`config.mk`:
```
export PLATFORM = sky130hd
export DESIGN_NAME = addr_region_guard
export DESIGN_NICKNAME = d
export VERILOG_FILES = /design/src/rtl/arg_pkg.sv /design/src/rtl/arg_regfile.sv /design/src/rtl/arg_region_match.sv /design/src/rtl/arg_err_log.sv /design/src/rtl/addr_region_guard.sv
export SDC_FILE = /design/constraint.sdc
export NUM_CORES = 2
export LEC_CHECK = 0
export ABC_AREA = 1
export BUFFER_PORTS_ARGS = -buffer_cell sky130_fd_sc_hd__buf_4
export CAP_MARGIN = 5
export CORE_ASPECT_RATIO = 2
export CORE_MARGIN = 4
export CORE_UTILIZATION = 45
export CTS_CLUSTER_SIZE = 30
export DETAILED_ROUTE_END_ITERATION = 7
export GPL_TIMING_DRIVEN = 0
export HOLD_SLACK_MARGIN = 0.1
export SLEW_MARGIN = 40
export SYNTH_ARGS = -nofsm -noshare
export SYNTH_HDL_FRONTEND = slang
export SYNTH_HIERARCHICAL = 1
export SYNTH_SLANG_ARGS = --single-unit
```
`constraint.sdc`:
```
create_clock -name clk -period 10.17 [get_ports clk]
set_clock_uncertainty 0.15 [all_clocks]
set_input_delay 0 -clock clk [delete_from_list [all_inputs] [get_ports clk]]
set_output_delay 0 -clock clk [all_outputs]
set_load 0.05 [all_outputs]
```
`src/rtl/arg_pkg.sv`:
```
package arg_pkg;

  localparam int CONN_W       = 4;
  localparam int CONN_IDS     = 13;
  localparam int BLOCKED_CONN = 11;
  localparam int CONN_MASK_W  = 2 * CONN_IDS;
  localparam int MODE_W       = 8;
  localparam int INFO_W       = 12;
  localparam int LOG_RGN_W    = 5;

  // mode mask layout: user kinds at 0..2, privileged kinds at 3..4.., debug at 6/7
  localparam int MB_PRIV_OFS = 3;
  localparam int MB_UDBG     = 6;
  localparam int MB_PDBG     = 7;

  localparam logic [CONN_MASK_W-1:0] CONN_WRITABLE =
    ~(CONN_MASK_W'(2'b11) << (2 * BLOCKED_CONN));

  typedef enum logic [1:0] {
    KIND_READ  = 2'd0,
    KIND_WRITE = 2'd1,
    KIND_FETCH = 2'd2,
    KIND_RSVD  = 2'd3
  } req_kind_e;

  function automatic logic mode_allows(logic [MODE_W-1:0] m, req_kind_e k,
                                       logic priv, logic dbg);
    if (k == KIND_RSVD) return 1'b0;
    if (dbg) return priv ? m[MB_PDBG] : m[MB_UDBG];
    return m[(priv ? MB_PRIV_OFS : 0) + int'(k)];
  endfunction

  function automatic logic conn_allows(logic [CONN_MASK_W-1:0] m,
                                       logic [CONN_W-1:0] c, req_kind_e k);
    if (int'(c) >= CONN_IDS || int'(c) == BLOCKED_CONN) return 1'b0;
    return m[2 * int'(c) + ((k == KIND_WRITE) ? 1 : 0)];
  endfunction

  function automatic logic [INFO_W-1:0] pack_info(logic [CONN_W-1:0] c, req_kind_e k,
                                                  logic priv, logic dbg);
    return {c, (k == KIND_WRITE), 3'b000, dbg, 1'b0, priv, (k == KIND_FETCH)};
  endfunction

endpackage

```
`src/rtl/arg_regfile.sv`:
```
module arg_regfile
  import arg_pkg::*;
#(
  parameter int NUM_REGIONS = 10,
  parameter int NUM_PORTS   = 3,
  parameter int ADDR_W      = 32,
  parameter int PAGE_LSB    = 12,
  parameter int REG_AW      = 9,
  parameter int REGION_BASE = 256,
  parameter int UPD_ADDR    = 8
) (
  input  logic clk,
  input  logic rst_n,
  input  logic reg_wr,
  input  logic [REG_AW-1:0] reg_addr,
  input  logic [31:0] reg_wdata,
  output logic [NUM_REGIONS-1:0][ADDR_W-PAGE_LSB-1:0] lo_pg,
  output logic [NUM_REGIONS-1:0][ADDR_W-PAGE_LSB-1:0] hi_pg,
  output logic [NUM_REGIONS-1:0][NUM_PORTS-1:0] port_en,
  output logic [NUM_REGIONS-1:0][MODE_W-1:0] mode_mask,
  output logic [NUM_REGIONS-1:0][CONN_MASK_W-1:0] conn_mask,
  output logic [31:0] cfg_rdata
);

  localparam int PAGE_W   = ADDR_W - PAGE_LSB;
  localparam int SLOT_AW  = REG_AW - 4;
  localparam logic [1:0] FLD_START = 2'd0;
  localparam logic [1:0] FLD_END   = 2'd1;
  localparam logic [1:0] FLD_MODE  = 2'd2;
  localparam logic [1:0] FLD_CONN  = 2'd3;

  function automatic logic slot_hit(logic [REG_AW-1:0] a, int r);
    return a[REG_AW-1:4] == SLOT_AW'(REGION_BASE / 16 + r);
  endfunction

  logic [NUM_REGIONS-1:0] slot_wr;
  logic busy_q;
  logic load_q;
  logic addr_lsb_unused;
  assign addr_lsb_unused = ^reg_addr[1:0];

  for (genvar r = 0; r < NUM_REGIONS; r++) begin : g_slot
    logic [MODE_W-1:0]      mode_q;
    logic [CONN_MASK_W-1:0] conn_q;
    assign slot_wr[r] = reg_wr && slot_hit(reg_addr, r);

    always_ff @(posedge clk or negedge rst_n) begin
      if (!rst_n) begin
        mode_q <= '0;
        conn_q <= '0;
      end else if (slot_wr[r]) begin
        if (reg_addr[3:2] == FLD_MODE) mode_q <= reg_wdata[MODE_W-1:0];
        if (reg_addr[3:2] == FLD_CONN) conn_q <= reg_wdata[CONN_MASK_W-1:0] & CONN_WRITABLE;
      end
    end
    assign mode_mask[r] = mode_q;
    assign conn_mask[r] = conn_q;

    if (r == 0) begin : g_background
      assign lo_pg[r]   = '0;
      assign hi_pg[r]   = '0;
      assign port_en[r] = '0;
    end else begin : g_window
      logic [PAGE_W-1:0]    lo_q;
      logic [PAGE_W-1:0]    hi_q;
      logic [NUM_PORTS-1:0] en_q;
      always_ff @(posedge clk or negedge rst_n) begin
        if (!rst_n) begin
          lo_q <= '0;
          hi_q <= '0;
          en_q <= '0;
        end else if (slot_wr[r]) begin
          if (reg_addr[3:2] == FLD_START) lo_q <= reg_wdata[ADDR_W-1:PAGE_LSB];
          if (reg_addr[3:2] == FLD_END) begin
            hi_q <= reg_wdata[ADDR_W-1:PAGE_LSB];
            en_q <= reg_wdata[NUM_PORTS-1:0];
          end
        end
      end
      assign lo_pg[r]   = lo_q;
      assign hi_pg[r]   = hi_q;
      assign port_en[r] = en_q;
    end
  end

  // update control: busy is plain storage, load flag is set by hardware
  always_ff @(posedge clk or negedge rst_n) begin
    if (!rst_n) begin
      busy_q <= 1'b0;
      load_q <= 1'b0;
    end else if (|slot_wr) begin
      load_q <= 1'b1;
    end else if (reg_wr && reg_addr[REG_AW-1:2] == (REG_AW-2)'(UPD_ADDR / 4)) begin
      busy_q <= reg_wdata[0];
      if (!reg_wdata[1]) load_q <= 1'b0;
    end
  end

  always_comb begin
    cfg_rdata = '0;
    if (reg_addr[REG_AW-1:2] == (REG_AW-2)'(UPD_ADDR / 4)) cfg_rdata = {30'd0, load_q, busy_q};
    for (int r = 0; r < NUM_REGIONS; r++) begin
      if (slot_hit(reg_addr, r)) begin
        case (reg_addr[3:2])
          FLD_START: cfg_rdata = 32'({lo_pg[r], {PAGE_LSB{1'b0}}});
          FLD_END:   cfg_rdata = 32'({hi_pg[r], {PAGE_LSB{1'b0}}}) | 32'(port_en[r]);
          FLD_MODE:  cfg_rdata = 32'(mode_mask[r]);
          default:   cfg_rdata = 32'(conn_mask[r]);
        endcase
      end
    end
  end

endmodule

```
`src/rtl/arg_region_match.sv`:
```
module arg_region_match #(
  parameter int NUM_REGIONS = 10,
  parameter int NUM_PORTS   = 3,
  parameter int PAGE_W      = 20,
  parameter int PORT_W      = 2,
  parameter int RIDX_W      = 4
) (
  input  logic [PAGE_W-1:0] req_pg,
  input  logic [PORT_W-1:0] req_port,
  input  logic [NUM_REGIONS-1:0][PAGE_W-1:0] lo_pg,
  input  logic [NUM_REGIONS-1:0][PAGE_W-1:0] hi_pg,
  input  logic [NUM_REGIONS-1:0][NUM_PORTS-1:0] port_en,
  output logic [NUM_REGIONS-1:0] hit,
  output logic [RIDX_W-1:0] win
);

  function automatic logic page_in_window(logic [PAGE_W-1:0] pg, logic [PAGE_W-1:0] lo,
                                          logic [PAGE_W-1:0] hi);
    return (pg >= lo) && (pg <= hi);
  endfunction

  logic port_known;
  assign port_known = int'(req_port) < NUM_PORTS;

  for (genvar r = 0; r < NUM_REGIONS; r++) begin : g_cmp
    if (r == 0) begin : g_all
      assign hit[r] = 1'b1;
    end else begin : g_win
      assign hit[r] = port_known && port_en[r][req_port]
                      && page_in_window(req_pg, lo_pg[r], hi_pg[r]);
    end
  end

  // highest-numbered covering region wins
  always_comb begin
    win = '0;
    for (int r = 0; r < NUM_REGIONS; r++)
      if (hit[r]) win = RIDX_W'(r);
  end

endmodule

```
`src/rtl/arg_err_log.sv`:
```
module arg_err_log
  import arg_pkg::*;
#(
  parameter int ADDR_W = 32,
  parameter int RIDX_W = 4
) (
  input  logic clk,
  input  logic rst_n,
  input  logic capture,
  input  logic clear,
  input  logic [ADDR_W-1:0] cap_addr,
  input  logic [RIDX_W-1:0] cap_region,
  input  logic [INFO_W-1:0] cap_info,
  output logic pending,
  output logic [ADDR_W-1:0] log_addr,
  output logic [RIDX_W-1:0] log_region,
  output logic [INFO_W-1:0] log_info
);

  logic take;
  assign take = capture && (!pending || clear);

  always_ff @(posedge clk or negedge rst_n) begin
    if (!rst_n) begin
      pending    <= 1'b0;
      log_addr   <= '0;
      log_region <= '0;
      log_info   <= '0;
    end else if (take) begin
      pending    <= 1'b1;
      log_addr   <= cap_addr;
      log_region <= cap_region;
      log_info   <= cap_info;
    end else if (clear) begin
      pending    <= 1'b0;
      log_addr   <= '0;
      log_region <= '0;
      log_info   <= '0;
    end
  end

endmodule

```
`src/rtl/addr_region_guard.sv`:
```
module addr_region_guard
  import arg_pkg::*;
#(
  parameter int NUM_REGIONS = 10,
  parameter int NUM_PORTS   = 3,
  parameter int ADDR_W      = 32,
  parameter int PAGE_LSB    = 12,
  parameter int REG_AW      = 9
) (
  input  logic              clk,
  input  logic              rst_n,
  input  logic              req_valid,
  input  logic [ADDR_W-1:0] req_addr,
  input  logic [1:0]        req_port,
  input  logic [CONN_W-1:0] req_conn,
  input  logic [1:0]        req_kind,
  input  logic              req_priv,
  input  logic              req_dbg,
  output logic              rsp_valid,
  output logic              rsp_grant,
  output logic              rsp_err,
  output logic              err_pending,
  input  logic              reg_wr,
  input  logic [REG_AW-1:0] reg_addr,
  input  logic [31:0]       reg_wdata,
  output logic [31:0]       reg_rdata
);

  localparam int PAGE_W      = ADDR_W - PAGE_LSB;
  localparam int RIDX_W      = $clog2(NUM_REGIONS);
  localparam int REGION_BASE = 256;
  localparam int ERR_ADDR    = 0;
  localparam int ALOG_ADDR   = 4;
  localparam int UPD_ADDR    = 8;

  logic [NUM_REGIONS-1:0][PAGE_W-1:0]      lo_pg;
  logic [NUM_REGIONS-1:0][PAGE_W-1:0]      hi_pg;
  logic [NUM_REGIONS-1:0][NUM_PORTS-1:0]   port_en;
  logic [NUM_REGIONS-1:0][MODE_W-1:0]      mode_mask;
  logic [NUM_REGIONS-1:0][CONN_MASK_W-1:0] conn_mask;
  logic [31:0] cfg_rdata;

  arg_regfile #(
    .NUM_REGIONS(NUM_REGIONS), .NUM_PORTS(NUM_PORTS), .ADDR_W(ADDR_W),
    .PAGE_LSB(PAGE_LSB), .REG_AW(REG_AW), .REGION_BASE(REGION_BASE), .UPD_ADDR(UPD_ADDR)
  ) u_regs (
    .clk(clk), .rst_n(rst_n), .reg_wr(reg_wr), .reg_addr(reg_addr), .reg_wdata(reg_wdata),
    .lo_pg(lo_pg), .hi_pg(hi_pg), .port_en(port_en), .mode_mask(mode_mask),
    .conn_mask(conn_mask), .cfg_rdata(cfg_rdata)
  );

  logic [NUM_REGIONS-1:0] region_hit;
  logic [RIDX_W-1:0]      win_region;

  arg_region_match #(
    .NUM_REGIONS(NUM_REGIONS), .NUM_PORTS(NUM_PORTS), .PAGE_W(PAGE_W),
    .PORT_W(2), .RIDX_W(RIDX_W)
  ) u_match (
    .req_pg(req_addr[ADDR_W-1:PAGE_LSB]), .req_port(req_port), .lo_pg(lo_pg),
    .hi_pg(hi_pg), .port_en(port_en), .hit(region_hit), .win(win_region)
  );

  // decision: both masks of the deciding region must agree
  req_kind_e kind;
  logic      mode_ok;
  logic      conn_ok;
  logic      allow;
  logic      violation;
  logic      log_clear;

  assign kind      = req_kind_e'(req_kind);
  assign mode_ok   = mode_allows(mode_mask[win_region], kind, req_priv, req_dbg);
  assign conn_ok   = conn_allows(conn_mask[win_region], req_conn, kind);
  assign allow     = mode_ok && conn_ok;
  assign violation = req_valid && !allow;
  assign log_clear = reg_wr && reg_addr[REG_AW-1:2] == (REG_AW-2)'(ERR_ADDR / 4);

  always_ff @(posedge clk or negedge rst_n) begin
    if (!rst_n) begin
      rsp_valid <= 1'b0;
      rsp_grant <= 1'b0;
      rsp_err   <= 1'b0;
    end else begin
      rsp_valid <= req_valid;
      rsp_grant <= req_valid && allow;
      rsp_err   <= violation;
    end
  end

  logic [ADDR_W-1:0] log_addr;
  logic [RIDX_W-1:0] log_region;
  logic [INFO_W-1:0] log_info;

  arg_err_log #(.ADDR_W(ADDR_W), .RIDX_W(RIDX_W)) u_log (
    .clk(clk), .rst_n(rst_n), .capture(violation), .clear(log_clear),
    .cap_addr(req_addr), .cap_region(win_region),
    .cap_info(pack_info(req_conn, kind, req_priv, req_dbg)),
    .pending(err_pending), .log_addr(log_addr), .log_region(log_region), .log_info(log_info)
  );

  always_comb begin
    case (reg_addr[REG_AW-1:2])
      (REG_AW-2)'(ERR_ADDR / 4):
        reg_rdata = {err_pending, 9'd0, LOG_RGN_W'(log_region), LOG_RGN_W'(log_region), log_info};
      (REG_AW-2)'(ALOG_ADDR / 4):
        reg_rdata = 32'(log_addr);
      default:
        reg_rdata = cfg_rdata;
    endcase
  end

endmodule

```
==> metrics.md <==
| Metric | Value |
|---|---|
| GRT overflow | 0 |
| Die W | 238 um |
| First-pass GRT wire length | 339 mm |
| Net count, final | 7334 |
| Setup CP Type | flip-flop to flip-flop |
| Max transition margin | 34.9% |
| Number of global-route vias before repair | 48.0k |
| Hold-critical path endpoint | u_log/log_addr[30]$_DFFE_PN0P_ |
| Worst r2r src | u_regs/g_slot[8].g_window.hi_q[19]$_DFFE_PN0P_ |
| Crit path time final | 8.54 ns |
| Share of cells above drive strength 1 | 8.60% |
| Crit start category | flip-flop |
| CTS Buf Count | 79 |
| Max Cap Violations | 0 |
| Slew Limit Fails | 0 |
| CP max-delay cell | buf_1 |
| Reg2Reg Setup Slack | 1.63 ns |
| Cts repair resizes | 0 |
| Worst path max stage delay | 0.75 ns |
| Post-CTS Setup Bufs | 0 |
| Total power | 8560 uW |
| Placed inst area | 0.0505 mm2 |
| Die height | 467 um |
| Num rows | 168 |
| Vias/cell | 5.94 |
| Worst-Margin Slew | 0.977 ns |
| Arr. time, crit path | 9.04 ns |
| R2R depth | 28 |
| FF-to-FF End | u_log/log_addr[11]$_DFFE_PN0P_ |
| Logic gate share of total power | 20.2% |
| P_leak | 0.0257 uW |
| Core area | 0.105 mm2 |
| ANT nets after route | 0 |
| Maximum vdd drop | 0.144 mV |
| DRC | 0 |
| CTS sink cnt | 761 |
| DR vias | 49.5k |
| First-iteration detailed-routing DRC count | 5558 |
| Power per cell area | 156 mW/mm2 |
| Syn Inst Count | 6501 |
| Sequential power share | 41.3% |
| Ys Warns | 6 |
| Post-synthesis cell area | 0.0475 mm2 |
| Tcrit/Tclk final | 84.0% |
| Clock Path Buffers | 3 |
| RSZ-0062 raised after global routing | false |
| Peak Freq | 0.117 GHz |
| CTS tree | built |
| Clock root cell | clkbuf_16 |
| Setup Viol. Count Final | 0 |
| Min-delay src | req_addr[30] |
| Num ports | 123 |
| CP most frequent cell | nand3_1 |
| Critical Path End Type | flip-flop |
| Post-Layout Inst Area | 0.0549 mm2 |
| Switching part of the total | 33.1% |
| Switching pwr | 2830 uW |
| Worst hold path class | primary input to flip-flop |
| Largest net degree at the start of global routing | 108 |
| Drt first pass iters | 8 |
| Routability cong. | 1.04 |
| CP Max Fanout | 10 |
| Data required time of the worst path | 10.67 ns |
| DRT Wirelength | 242 mm |
| Routed len/inst | 29.0 um |
| Worst-Skew Late Latency | 0.72 ns |
| Clk slew on worst S/H paths | 0.07 ns |
| Detailed Place HPWL | 181 mm |
| Internal | 5730 uW |
| Initial antenna violation count | 21 |
| Final Hold Viols | 0 |
| Status | finished, final reports clean |
| All-Layer GR Usage | 42.9% |
| Hold path depth | 4 |
| Filler Cell Count | 10.6k |
| Layout area overhead | 15.7% |
| PortBufs | 119 |
| Synthesized area per cell | 7.31 um2 |
| Die area | 0.111 mm2 |
| Initial core utilization | 45.3% |
| H-tree lvl count | 3 |
| Clk network pwr share | 38.5% |
final cells by class:
type / instances / area [um2] / share of cell area (%)
Timing Repair Buffer: 281 / 2680 / 4.88
Clock inverter: 32 / 520 / 0.948
Tap cell: 1360 / 1700 / 3.10
Antenna cell: 21 / 52.6 / 0.0957
Sequential cell: 761 / 19000 / 34.7
Inverter: 542 / 2040 / 3.71
Buffer: 390 / 1920 / 3.50
Clock buffer: 109 / 2280 / 4.16
Multi-Input combinational cell: 4830 / 24700 / 44.9
timing repair:
action / 4_1_cts / 5_1_grt
endpoints found under the hold margin: 1046 / 0
endpoints found under the setup margin: 0 / 0
hold buffers: 147 / 0
cell usage in the layout, fill, tap and decap left out, types with 82 or more instances in the layout:
cell           instances
a21oi_1              236
buf_2                137
buf_4                159
clkbuf_1             167
clkbuf_16             82
dfrtp_1              761
dlygate4sd3_1        146
ha_1                 361
inv_1                515
nand2_1             2354
nand3_1              462
nand4_1              129
nor2_1               210
o21ai_0              650
o21ai_1              158
through the flow:
step                      setup TNS, ns  setup WS (ns)  utilization, %  hold slack (ns)  cells
final                                 0           1.63            52.4            0.127   8326
after global routing                  0           1.31            52.3            0.140   8309
after CTS                             0           2.10            52.3            0.124   8305
after detailed placement              0           3.36            48.2           -0.274   8017
after global placement          -140.58         -0.365            47.8          -0.0293   8002
after floorplan                       0           6.25               -           -0.446   6523
flip-flops by register name (all words and copies together), names as in the netlist, 4 cells and up:
register / cells
u_regs/g_slot.mode_q: 80
u_regs/g_slot.g_window.lo_q: 180
u_regs/g_slot.g_window.hi_q: 180
u_regs/g_slot.conn_q: 240
u_log/log_info: 12
u_log/log_addr: 32
u_regs/g_slot.g_window.en_q: 27
u_log/log_region: 4
critical path, delay by kind of cell (launching register included):
family          cells  cell delay, ns
compound gates      3            0.76
simple gates       16            3.05
fa+ha+maj           1            0.32
buf+inv             8            3.80
flops               1            0.37
worst max-delay path by stage:
stage                     slack [ns]                             end  depth (start not counted)                                      startpoint
after floorplan                 6.25  u_log/log_addr[15]$_DFFE_PN0P_                         32  u_regs/g_slot[6].g_window.hi_q[19]$_DFFE_PN0P_
after global placement         -0.37  u_log/log_addr[10]$_DFFE_PN0P_                          1                                           rst_n
after detailed placement        3.36  u_log/log_addr[20]$_DFFE_PN0P_                         27  u_regs/g_slot[8].g_window.hi_q[19]$_DFFE_PN0P_
after CTS                       2.10   u_log/log_addr[0]$_DFFE_PN0P_                         28  u_regs/g_slot[8].g_window.hi_q[19]$_DFFE_PN0P_
after global routing            1.31   u_log/log_addr[4]$_DFFE_PN0P_                         29  u_regs/g_slot[8].g_window.hi_q[19]$_DFFE_PN0P_
final                           1.63  u_log/log_addr[11]$_DFFE_PN0P_                         28  u_regs/g_slot[8].g_window.hi_q[19]$_DFFE_PN0P_
power groups by stage:
stage          clock network (uW)  registers, uW  logic, uW
5_1_grt                      3430           3560       1880
4_1_cts                      3320           3530       1650
3_3_place_gp                    0           3580       1540
2_1_floorplan                   0           3490        911
6_report                     3300           3530       1730
3_5_place_dp                    0           3580       1590
layer usage:
layer	vias up	GRT usage [%]	share of wire, %
met3	1233	11.0	8.4
met5	-	0	0.015
met1	23377	44.1	32
met2	2808	68.6	46
met4	6	44.1	13
li1	22060	-	-
No activity file was read; power rests on OpenSTA's default activity.
